`src/rtl/dma_irq_pkg.sv`:
```
package dma_irq_pkg;
  localparam int unsigned DEF_NUM_CH = 32;

  typedef enum logic {
    SEL_PEND = 1'b0,
    SEL_MASK = 1'b1
  } reg_sel_e;
endpackage

```
`src/rtl/dma_irq_pend_reg.sv`:
```
module dma_irq_pend_reg #(
  parameter int unsigned NUM_CH = 32
) (
  input  logic              clk,
  input  logic              rst_n,
  input  logic [NUM_CH-1:0] set_i,
  input  logic [NUM_CH-1:0] clr_i,
  output logic [NUM_CH-1:0] pend_o
);
  for (genvar b = 0; b < NUM_CH; b++) begin : g_bit
    always_ff @(posedge clk or negedge rst_n) begin
      if (!rst_n)        pend_o[b] <= 1'b0;
      else if (set_i[b]) pend_o[b] <= 1'b1;
      else if (clr_i[b]) pend_o[b] <= 1'b0;
    end
  end


  set_wins_chk: assert property (@(posedge clk) disable iff (!rst_n)
    (set_i != '0) |=> ((pend_o & $past(set_i)) == $past(set_i)));


  clear_takes_chk: assert property (@(posedge clk) disable iff (!rst_n)
    (clr_i != '0) |=> ((pend_o & $past(clr_i) & ~$past(set_i)) == '0));
endmodule

```
`src/rtl/dma_irq_mask_reg.sv`:
```
module dma_irq_mask_reg #(
  parameter int unsigned NUM_CH = 32
) (
  input  logic              clk,
  input  logic              rst_n,
  input  logic              we_i,
  input  logic [NUM_CH-1:0] wdata_i,
  output logic [NUM_CH-1:0] mask_o
);
  always_ff @(posedge clk or negedge rst_n) begin
    if (!rst_n)    mask_o <= '1;
    else if (we_i) mask_o <= wdata_i;
  end


  mask_load_chk: assert property (@(posedge clk) disable iff (!rst_n)
    we_i |=> (mask_o == $past(wdata_i)));


  mask_hold_chk: assert property (@(posedge clk) disable iff (!rst_n)
    !we_i |=> $stable(mask_o));
endmodule

```
`src/rtl/dma_irq_ffs.sv`:
```
module dma_irq_ffs #(
  parameter int unsigned NUM_CH = 32,
  localparam int unsigned IDX_W = (NUM_CH > 1) ? $clog2(NUM_CH) : 1
) (
  input  logic              clk,
  input  logic              rst_n,
  input  logic [NUM_CH-1:0] vec_i,
  output logic              valid_o,
  output logic [IDX_W-1:0]  idx_o
);
  localparam logic [NUM_CH-1:0] ONE = NUM_CH'(1);

  always_comb begin
    idx_o = '0;
    for (int i = NUM_CH - 1; i >= 0; i--) begin
      if (vec_i[i]) idx_o = IDX_W'(i);
    end
  end

  assign valid_o = |vec_i;


  lowest_set_chk: assert property (@(posedge clk) disable iff (!rst_n)
    valid_o |-> (vec_i[idx_o] && ((vec_i & ((ONE << idx_o) - ONE)) == '0)));


  idle_zero_chk: assert property (@(posedge clk) disable iff (!rst_n)
    !valid_o |-> (idx_o == '0));
endmodule

```
`src/rtl/dma_irq_unit.sv`:
```
module dma_irq_unit
  import dma_irq_pkg::*;
#(
  parameter int unsigned NUM_CH = DEF_NUM_CH,
  localparam int unsigned IDX_W = (NUM_CH > 1) ? $clog2(NUM_CH) : 1
) (
  input  logic              clk,
  input  logic              rst_n,
  input  logic [NUM_CH-1:0] chan_evt_i,
  input  logic              reg_we_i,
  input  logic              reg_addr_i,
  input  logic [NUM_CH-1:0] reg_wdata_i,
  output logic [NUM_CH-1:0] reg_rdata_o,
  output logic              cascade_req_o,
  output logic              first_valid_o,
  output logic [IDX_W-1:0]  first_idx_o
);
  logic [NUM_CH-1:0] pend_q, mask_q, clr_vec, live_vec;
  logic              pend_wr, mask_wr;

  assign pend_wr = reg_we_i && (reg_sel_e'(reg_addr_i) == SEL_PEND);
  assign mask_wr = reg_we_i && (reg_sel_e'(reg_addr_i) == SEL_MASK);
  assign clr_vec = pend_wr ? reg_wdata_i : '0;

  dma_irq_pend_reg #(.NUM_CH(NUM_CH)) u_pend (
    .clk(clk), .rst_n(rst_n), .set_i(chan_evt_i), .clr_i(clr_vec), .pend_o(pend_q)
  );

  dma_irq_mask_reg #(.NUM_CH(NUM_CH)) u_mask (
    .clk(clk), .rst_n(rst_n), .we_i(mask_wr), .wdata_i(reg_wdata_i), .mask_o(mask_q)
  );

  assign live_vec = pend_q & ~mask_q;

  dma_irq_ffs #(.NUM_CH(NUM_CH)) u_ffs (
    .clk(clk), .rst_n(rst_n), .vec_i(live_vec),
    .valid_o(first_valid_o), .idx_o(first_idx_o)
  );

  assign cascade_req_o = |live_vec;
  assign reg_rdata_o   = (reg_sel_e'(reg_addr_i) == SEL_MASK) ? mask_q : pend_q;


  index_unmasked_chk: assert property (@(posedge clk) disable iff (!rst_n)
    first_valid_o |-> (pend_q[first_idx_o] && !mask_q[first_idx_o] && cascade_req_o));


  masked_evt_latch_chk: assert property (@(posedge clk) disable iff (!rst_n)
    (chan_evt_i & mask_q) != '0 |=> ((pend_q & $past(chan_evt_i & mask_q)) != '0));
endmodule

```
`config.mk`:
```
export PLATFORM = sky130hd
export DESIGN_NAME = dma_irq_unit
export DESIGN_NICKNAME = d
export VERILOG_FILES = /design/src/rtl/dma_irq_pkg.sv /design/src/rtl/dma_irq_pend_reg.sv /design/src/rtl/dma_irq_mask_reg.sv /design/src/rtl/dma_irq_ffs.sv /design/src/rtl/dma_irq_unit.sv
export SDC_FILE = /design/constraint.sdc
export NUM_CORES = 1
export LEC_CHECK = 0
export CAP_MARGIN = 20
export CORE_MARGIN = 2
export CORE_UTILIZATION = 55
export CTS_CLUSTER_DIAMETER = 200
export DETAILED_ROUTE_END_ITERATION = 10
export DONT_BUFFER_PORTS = 1
export GPL_TIMING_DRIVEN = 0
export HOLD_SLACK_MARGIN = 0.06
export PLACE_DENSITY = 0.8
export SLEW_MARGIN = 20
export SYNTH_ARGS = -nofsm -noshare
export SYNTH_HDL_FRONTEND = slang
export SYNTH_HIERARCHICAL = 1
export SYNTH_SLANG_ARGS = --single-unit
```
`constraint.sdc`:
```
create_clock -name clk -period 5.8 [get_ports clk]
set_input_delay 1.16 -clock clk [delete_from_list [all_inputs] [get_ports clk]]
set_output_delay 1.16 -clock clk [all_outputs]
set_load 0.03 [all_outputs]
```
==> results.txt <==
The share of cells above drive strength 1 is 0.3878. Entering global routing, the biggest net connects 65 pins. Based on the critical path, the design can be clocked at up to 0.2569 GHz. Commonest non-fill, non-tap cell in the layout: sky130_fd_sc_hd__inv_1.

For the routability-driven placement congestion ratio, the log shows 0.8105. TritonCTS built the clock tree. The cell sitting at the root of the clock tree is a sky130_fd_sc_hd__clkbuf_8. The placed instances occupy a cell area of 0.004043 mm². Synthesis inferred 64 register bits. The via count of the first global-routing pass was 2513. The critical path in this run is classified as flip-flop to primary output.

In this design, the stage delay of the slowest critical-path cell is 960 ps. The fraction of power spent switching nets was 0.3122. Max-cap violations in this run came to 0. The run gives 0.007823 mm² as the total die area. The buffering stage count on the worst path with inverters included is 0, and the worst setup slack for register-to-register paths is 5010 ps. The maximum fanout encountered on the critical timing path is 4. Summed over all failing endpoints, the final setup total negative slack is 0 ps. The wire length of the first global-routing pass was 12.72 mm. The layout-stage area growth over the synthesis result was 8.134%. The worst path in the final design needs a cycle of 3892 ps, including I/O delays and setup.

The wire-length estimate of the detail-placed layout is 6.180 mm. 107 I/O pins were placed. The source of the worst register-to-register timing path was u_mask/mask_o[23]$_DFFE_PN1P_. The number of setup buffers added after CTS is 0. The count of nets left with antenna violations once routing finished came out at 0. In this run the horizontal extent of the chip is 88.45 µm. The run gives 30 as the number of placement rows. For the maximum clock path buffer count, the log shows 2. Across the VDD grid, the largest voltage drop is 0.1802 mV. The count of cell types in the netlist was 36.

STA classifies the critical path startpoint as a flip-flop. The run gives 0.3973 mW as the switching power. The clock latency at the later pin of the worst-skew pair is 330 ps. The setup violation total in the final timing report is 0, and the synthesis warning total is 6.

The tools report the worst-case headroom to the max-slew limit as 0.2562. The leakage power total was 1.673 nW. The slew of the pin with the lowest slew margin is 1113 ps, and the instance count of the mapped netlist is 345. The logs give 0.255 for the combinational share of power and 424 for the post-layout net count. The critical path's top delay family is compound AO/OA/AOI/OAI gates.

The mean routed wirelength per cell is 18.29 µm. The critical path required time came out at 4640 ps. The internal portion of total power was 0.8751 mW; the overall overflow remaining after global route was 0.

The worst flop-to-flop path endpoint is u_mask/mask_o[23]$_DFFE_PN1P_. The critical path endpoint category was a primary output. The run gives 0.4185 as the sequential cell area fraction in the yosys report.

In this run the worst hold path is classified as flip-flop to flip-flop. Walking the worst path, the cells encountered are nor2b_1 -> nor3b_1 -> nor3_1 -> o31ai_1 -> o2111ai_1 -> a221oi_1. After the first detailed-routing iteration, the DRC count stood at 145. The final critical-path share of the clock period is 0.6711. The total clock sinks was 64; the remaining routing DRC violations was 0.

The via count normalized by instance count is 5.514, and the count of placed standard cells in the final layout, fillers left out is 457. The worst slack on hold paths was 499.0 ps. The filler cell count in the final layout is 573, and the number of gates resized after CTS is 0. 0 antenna diodes ended up in the layout. The run gives 0.306 as the relative contribution of the clock network to total power. A synthesized cell averages 11.37 µm².

The number of hold-slack violations in the final timing report is 0, and the number of buffers inserted by port buffering is 0. The flow ran to the end, and the final reports show no timing, DRC or antenna violations. The H-tree was split into 3 levels. The worst reg-to-reg path cell count is 1, and the starting utilization of the core area is 0.5742. The clock tree skew after final layout came out at 0 ps. The routed design has 8.357 mm of wire.

Initial antenna violation count: 0. The final number of max-transition violations is 0. In the layout the commonest cells are sky130_fd_sc_hd__inv_1, sky130_fd_sc_hd__and2_1, sky130_fd_sc_hd__mux2_2.

The largest individual stage delay along the critical path comes from the cell sky130_fd_sc_hd__a221oi_1. The run gives 0.439 as the power share of the sequential group. The end of the worst hold path was u_pend/pend_o[16]$_DFFE_PN0P_. The via count of the routed design is 2520, and the hold-fix buffer count after cts is 0.

The tools report the length of the first detailed-routing pass in iterations as 4. The number of nets produced by synthesis is 413. The startpoint of the lowest-slack hold path was u_pend/pend_o[16]$_DFFE_PN0P_. Clock-pin slew was measured on the worst setup and hold paths at 70 ps. The floorplan step defined a core boundary enclosing 0.006832 mm².

For this design the ratio of total power to cell area is 300.0 mW/mm². STA puts the critical path data arrival time at 2730 ps. The global-route usage over all layers is 0.2189, and the number of instances on the worst hold path is 1. The number of clock buffers added by TritonCTS is 9. Setup repair after global routing left no endpoint under its margin. The final total power was 1.272 mW.

The tools report the combined area of all synthesized cells as 0.003923 mm². For the summed area of non-filler cells in the final layout, the log shows 0.004242 mm². From bottom edge to top edge, the die measures 88.45 µm. Including well taps, the total number of placed cells is 441.
-- worst max-delay path by stage --
stage / cells after the start / slack (ps) / from / endpoint
6_report: 6 / 1910 / u_pend/pend_o[31]$_DFFE_PN0P_ / first_idx_o[0]
3_5_place_dp: 6 / 2250 / u_pend/pend_o[31]$_DFFE_PN0P_ / first_idx_o[0]
5_1_grt: 6 / 1790 / u_pend/pend_o[31]$_DFFE_PN0P_ / first_idx_o[0]
2_1_floorplan: 6 / 2680 / u_mask/mask_o[28]$_DFFE_PN1P_ / first_idx_o[0]
3_3_place_gp: 6 / 2280 / u_pend/pend_o[31]$_DFFE_PN0P_ / first_idx_o[0]
4_1_cts: 6 / 1880 / u_pend/pend_o[31]$_DFFE_PN0P_ / first_idx_o[0]
-- registers in the layout (all words and copies together) (netlist names) --
register and flops:
u_mask/mask_o 32, u_pend/pend_o 32
-- synthesized netlist by cell type --
| library cell | number | area share |
|---|---|---|
| sky130_fd_sc_hd__o21a_1 | 1 | 0.0019 |
| sky130_fd_sc_hd__nor2_1 | 10 | 0.0096 |
| sky130_fd_sc_hd__a221oi_1 | 1 | 0.0022 |
| sky130_fd_sc_hd__clkbuf_1 | 3 | 0.0029 |
| sky130_fd_sc_hd__or4_1 | 2 | 0.0038 |
| sky130_fd_sc_hd__a2111oi_0 | 2 | 0.0045 |
| sky130_fd_sc_hd__nor2b_4 | 12 | 0.042 |
| sky130_fd_sc_hd__o21ai_0 | 2 | 0.0026 |
| sky130_fd_sc_hd__nor3b_1 | 2 | 0.0038 |
| sky130_fd_sc_hd__buf_6 | 1 | 0.0029 |
| sky130_fd_sc_hd__mux2_4 | 30 | 0.11 |
| sky130_fd_sc_hd__buf_12 | 3 | 0.015 |
| sky130_fd_sc_hd__a21oi_1 | 7 | 0.0089 |
| sky130_fd_sc_hd__a211oi_1 | 1 | 0.0019 |
| sky130_fd_sc_hd__nand4_1 | 3 | 0.0048 |
| sky130_fd_sc_hd__o31ai_1 | 4 | 0.0077 |
| sky130_fd_sc_hd__inv_1 | 38 | 0.036 |
| sky130_fd_sc_hd__dfstp_2 | 32 | 0.21 |
| sky130_fd_sc_hd__mux2_2 | 34 | 0.098 |
| sky130_fd_sc_hd__o2111ai_1 | 1 | 0.0022 |
| sky130_fd_sc_hd__nor2b_2 | 1 | 0.0022 |
| sky130_fd_sc_hd__or2_1 | 1 | 0.0016 |
| sky130_fd_sc_hd__nor3_2 | 2 | 0.0051 |
| sky130_fd_sc_hd__nor2b_1 | 21 | 0.033 |
| sky130_fd_sc_hd__nor4_2 | 4 | 0.013 |
| sky130_fd_sc_hd__buf_2 | 4 | 0.0051 |
| sky130_fd_sc_hd__nor4_1 | 11 | 0.018 |
| sky130_fd_sc_hd__nor3_1 | 5 | 0.0064 |
| sky130_fd_sc_hd__nand3_1 | 1 | 0.0013 |
| sky130_fd_sc_hd__a21o_1 | 33 | 0.063 |
| sky130_fd_sc_hd__or4_4 | 2 | 0.0057 |
| sky130_fd_sc_hd__o21ai_1 | 1 | 0.0013 |
| sky130_fd_sc_hd__nand2_1 | 3 | 0.0029 |
| sky130_fd_sc_hd__a21boi_2 | 1 | 0.0029 |
| sky130_fd_sc_hd__and2_1 | 34 | 0.054 |
| sky130_fd_sc_hd__dfrtp_1 | 32 | 0.20 |
-- layer usage --
metal,routed length [µm],share of wire,global-route usage,up-vias
li1,-,-,-,1204
met3,537,0.064,0.06903,13
met4,178,0.021,0.08127,0
met1,3815,0.46,0.2877,1220
met5,0,0,0,-
met2,3826,0.46,0.3411,83
-- area by class of cell --
cell class / count / area, µm² / share of cell area
multi-input cells: 232 / 2036 / 0.4799
flip-flops and latches: 64 / 1642 / 0.3870
clock buffers: 13 / 158.9 / 0.03746
inverters: 38 / 142.6 / 0.03363
well taps: 96 / 120.1 / 0.02832
plain buffers: 11 / 102.6 / 0.02419
clock inverters: 3 / 40.04 / 0.009440
-- power by group through the flow --
stage	clock network (mW)	registers [mW]	logic, mW
CTS	0.400	0.558	0.325
global route	0.421	0.565	0.346
finish	0.390	0.558	0.325
global placement	0	0.561	0.319
floorplan	0	0.553	0.282
detailed placement	0	0.565	0.324
-- metrics by stage --
stage            util  setup WS (ps)
3_3_place_gp   0.5918           2281
4_1_cts        0.6209           1878
3_5_place_dp   0.5918           2252
5_1_grt        0.6209           1789
6_report       0.6209           1908
2_1_floorplan       -           2676
-- logic make-up (layout without fill, tap and decap cells) --
kind of cell / count (synthesis) / count (layout) / synth area share
DFF: 64 / 64 / 0.4185
muxes: 64 / 64 / 0.2124
and+or+nand+nor: 114 / 114 / 0.2073
AOI/OAI and AO/OA: 54 / 54 / 0.09920
buffers and inverters: 49 / 65 / 0.06252
No activity file was read; power rests on OpenSTA's default activity.
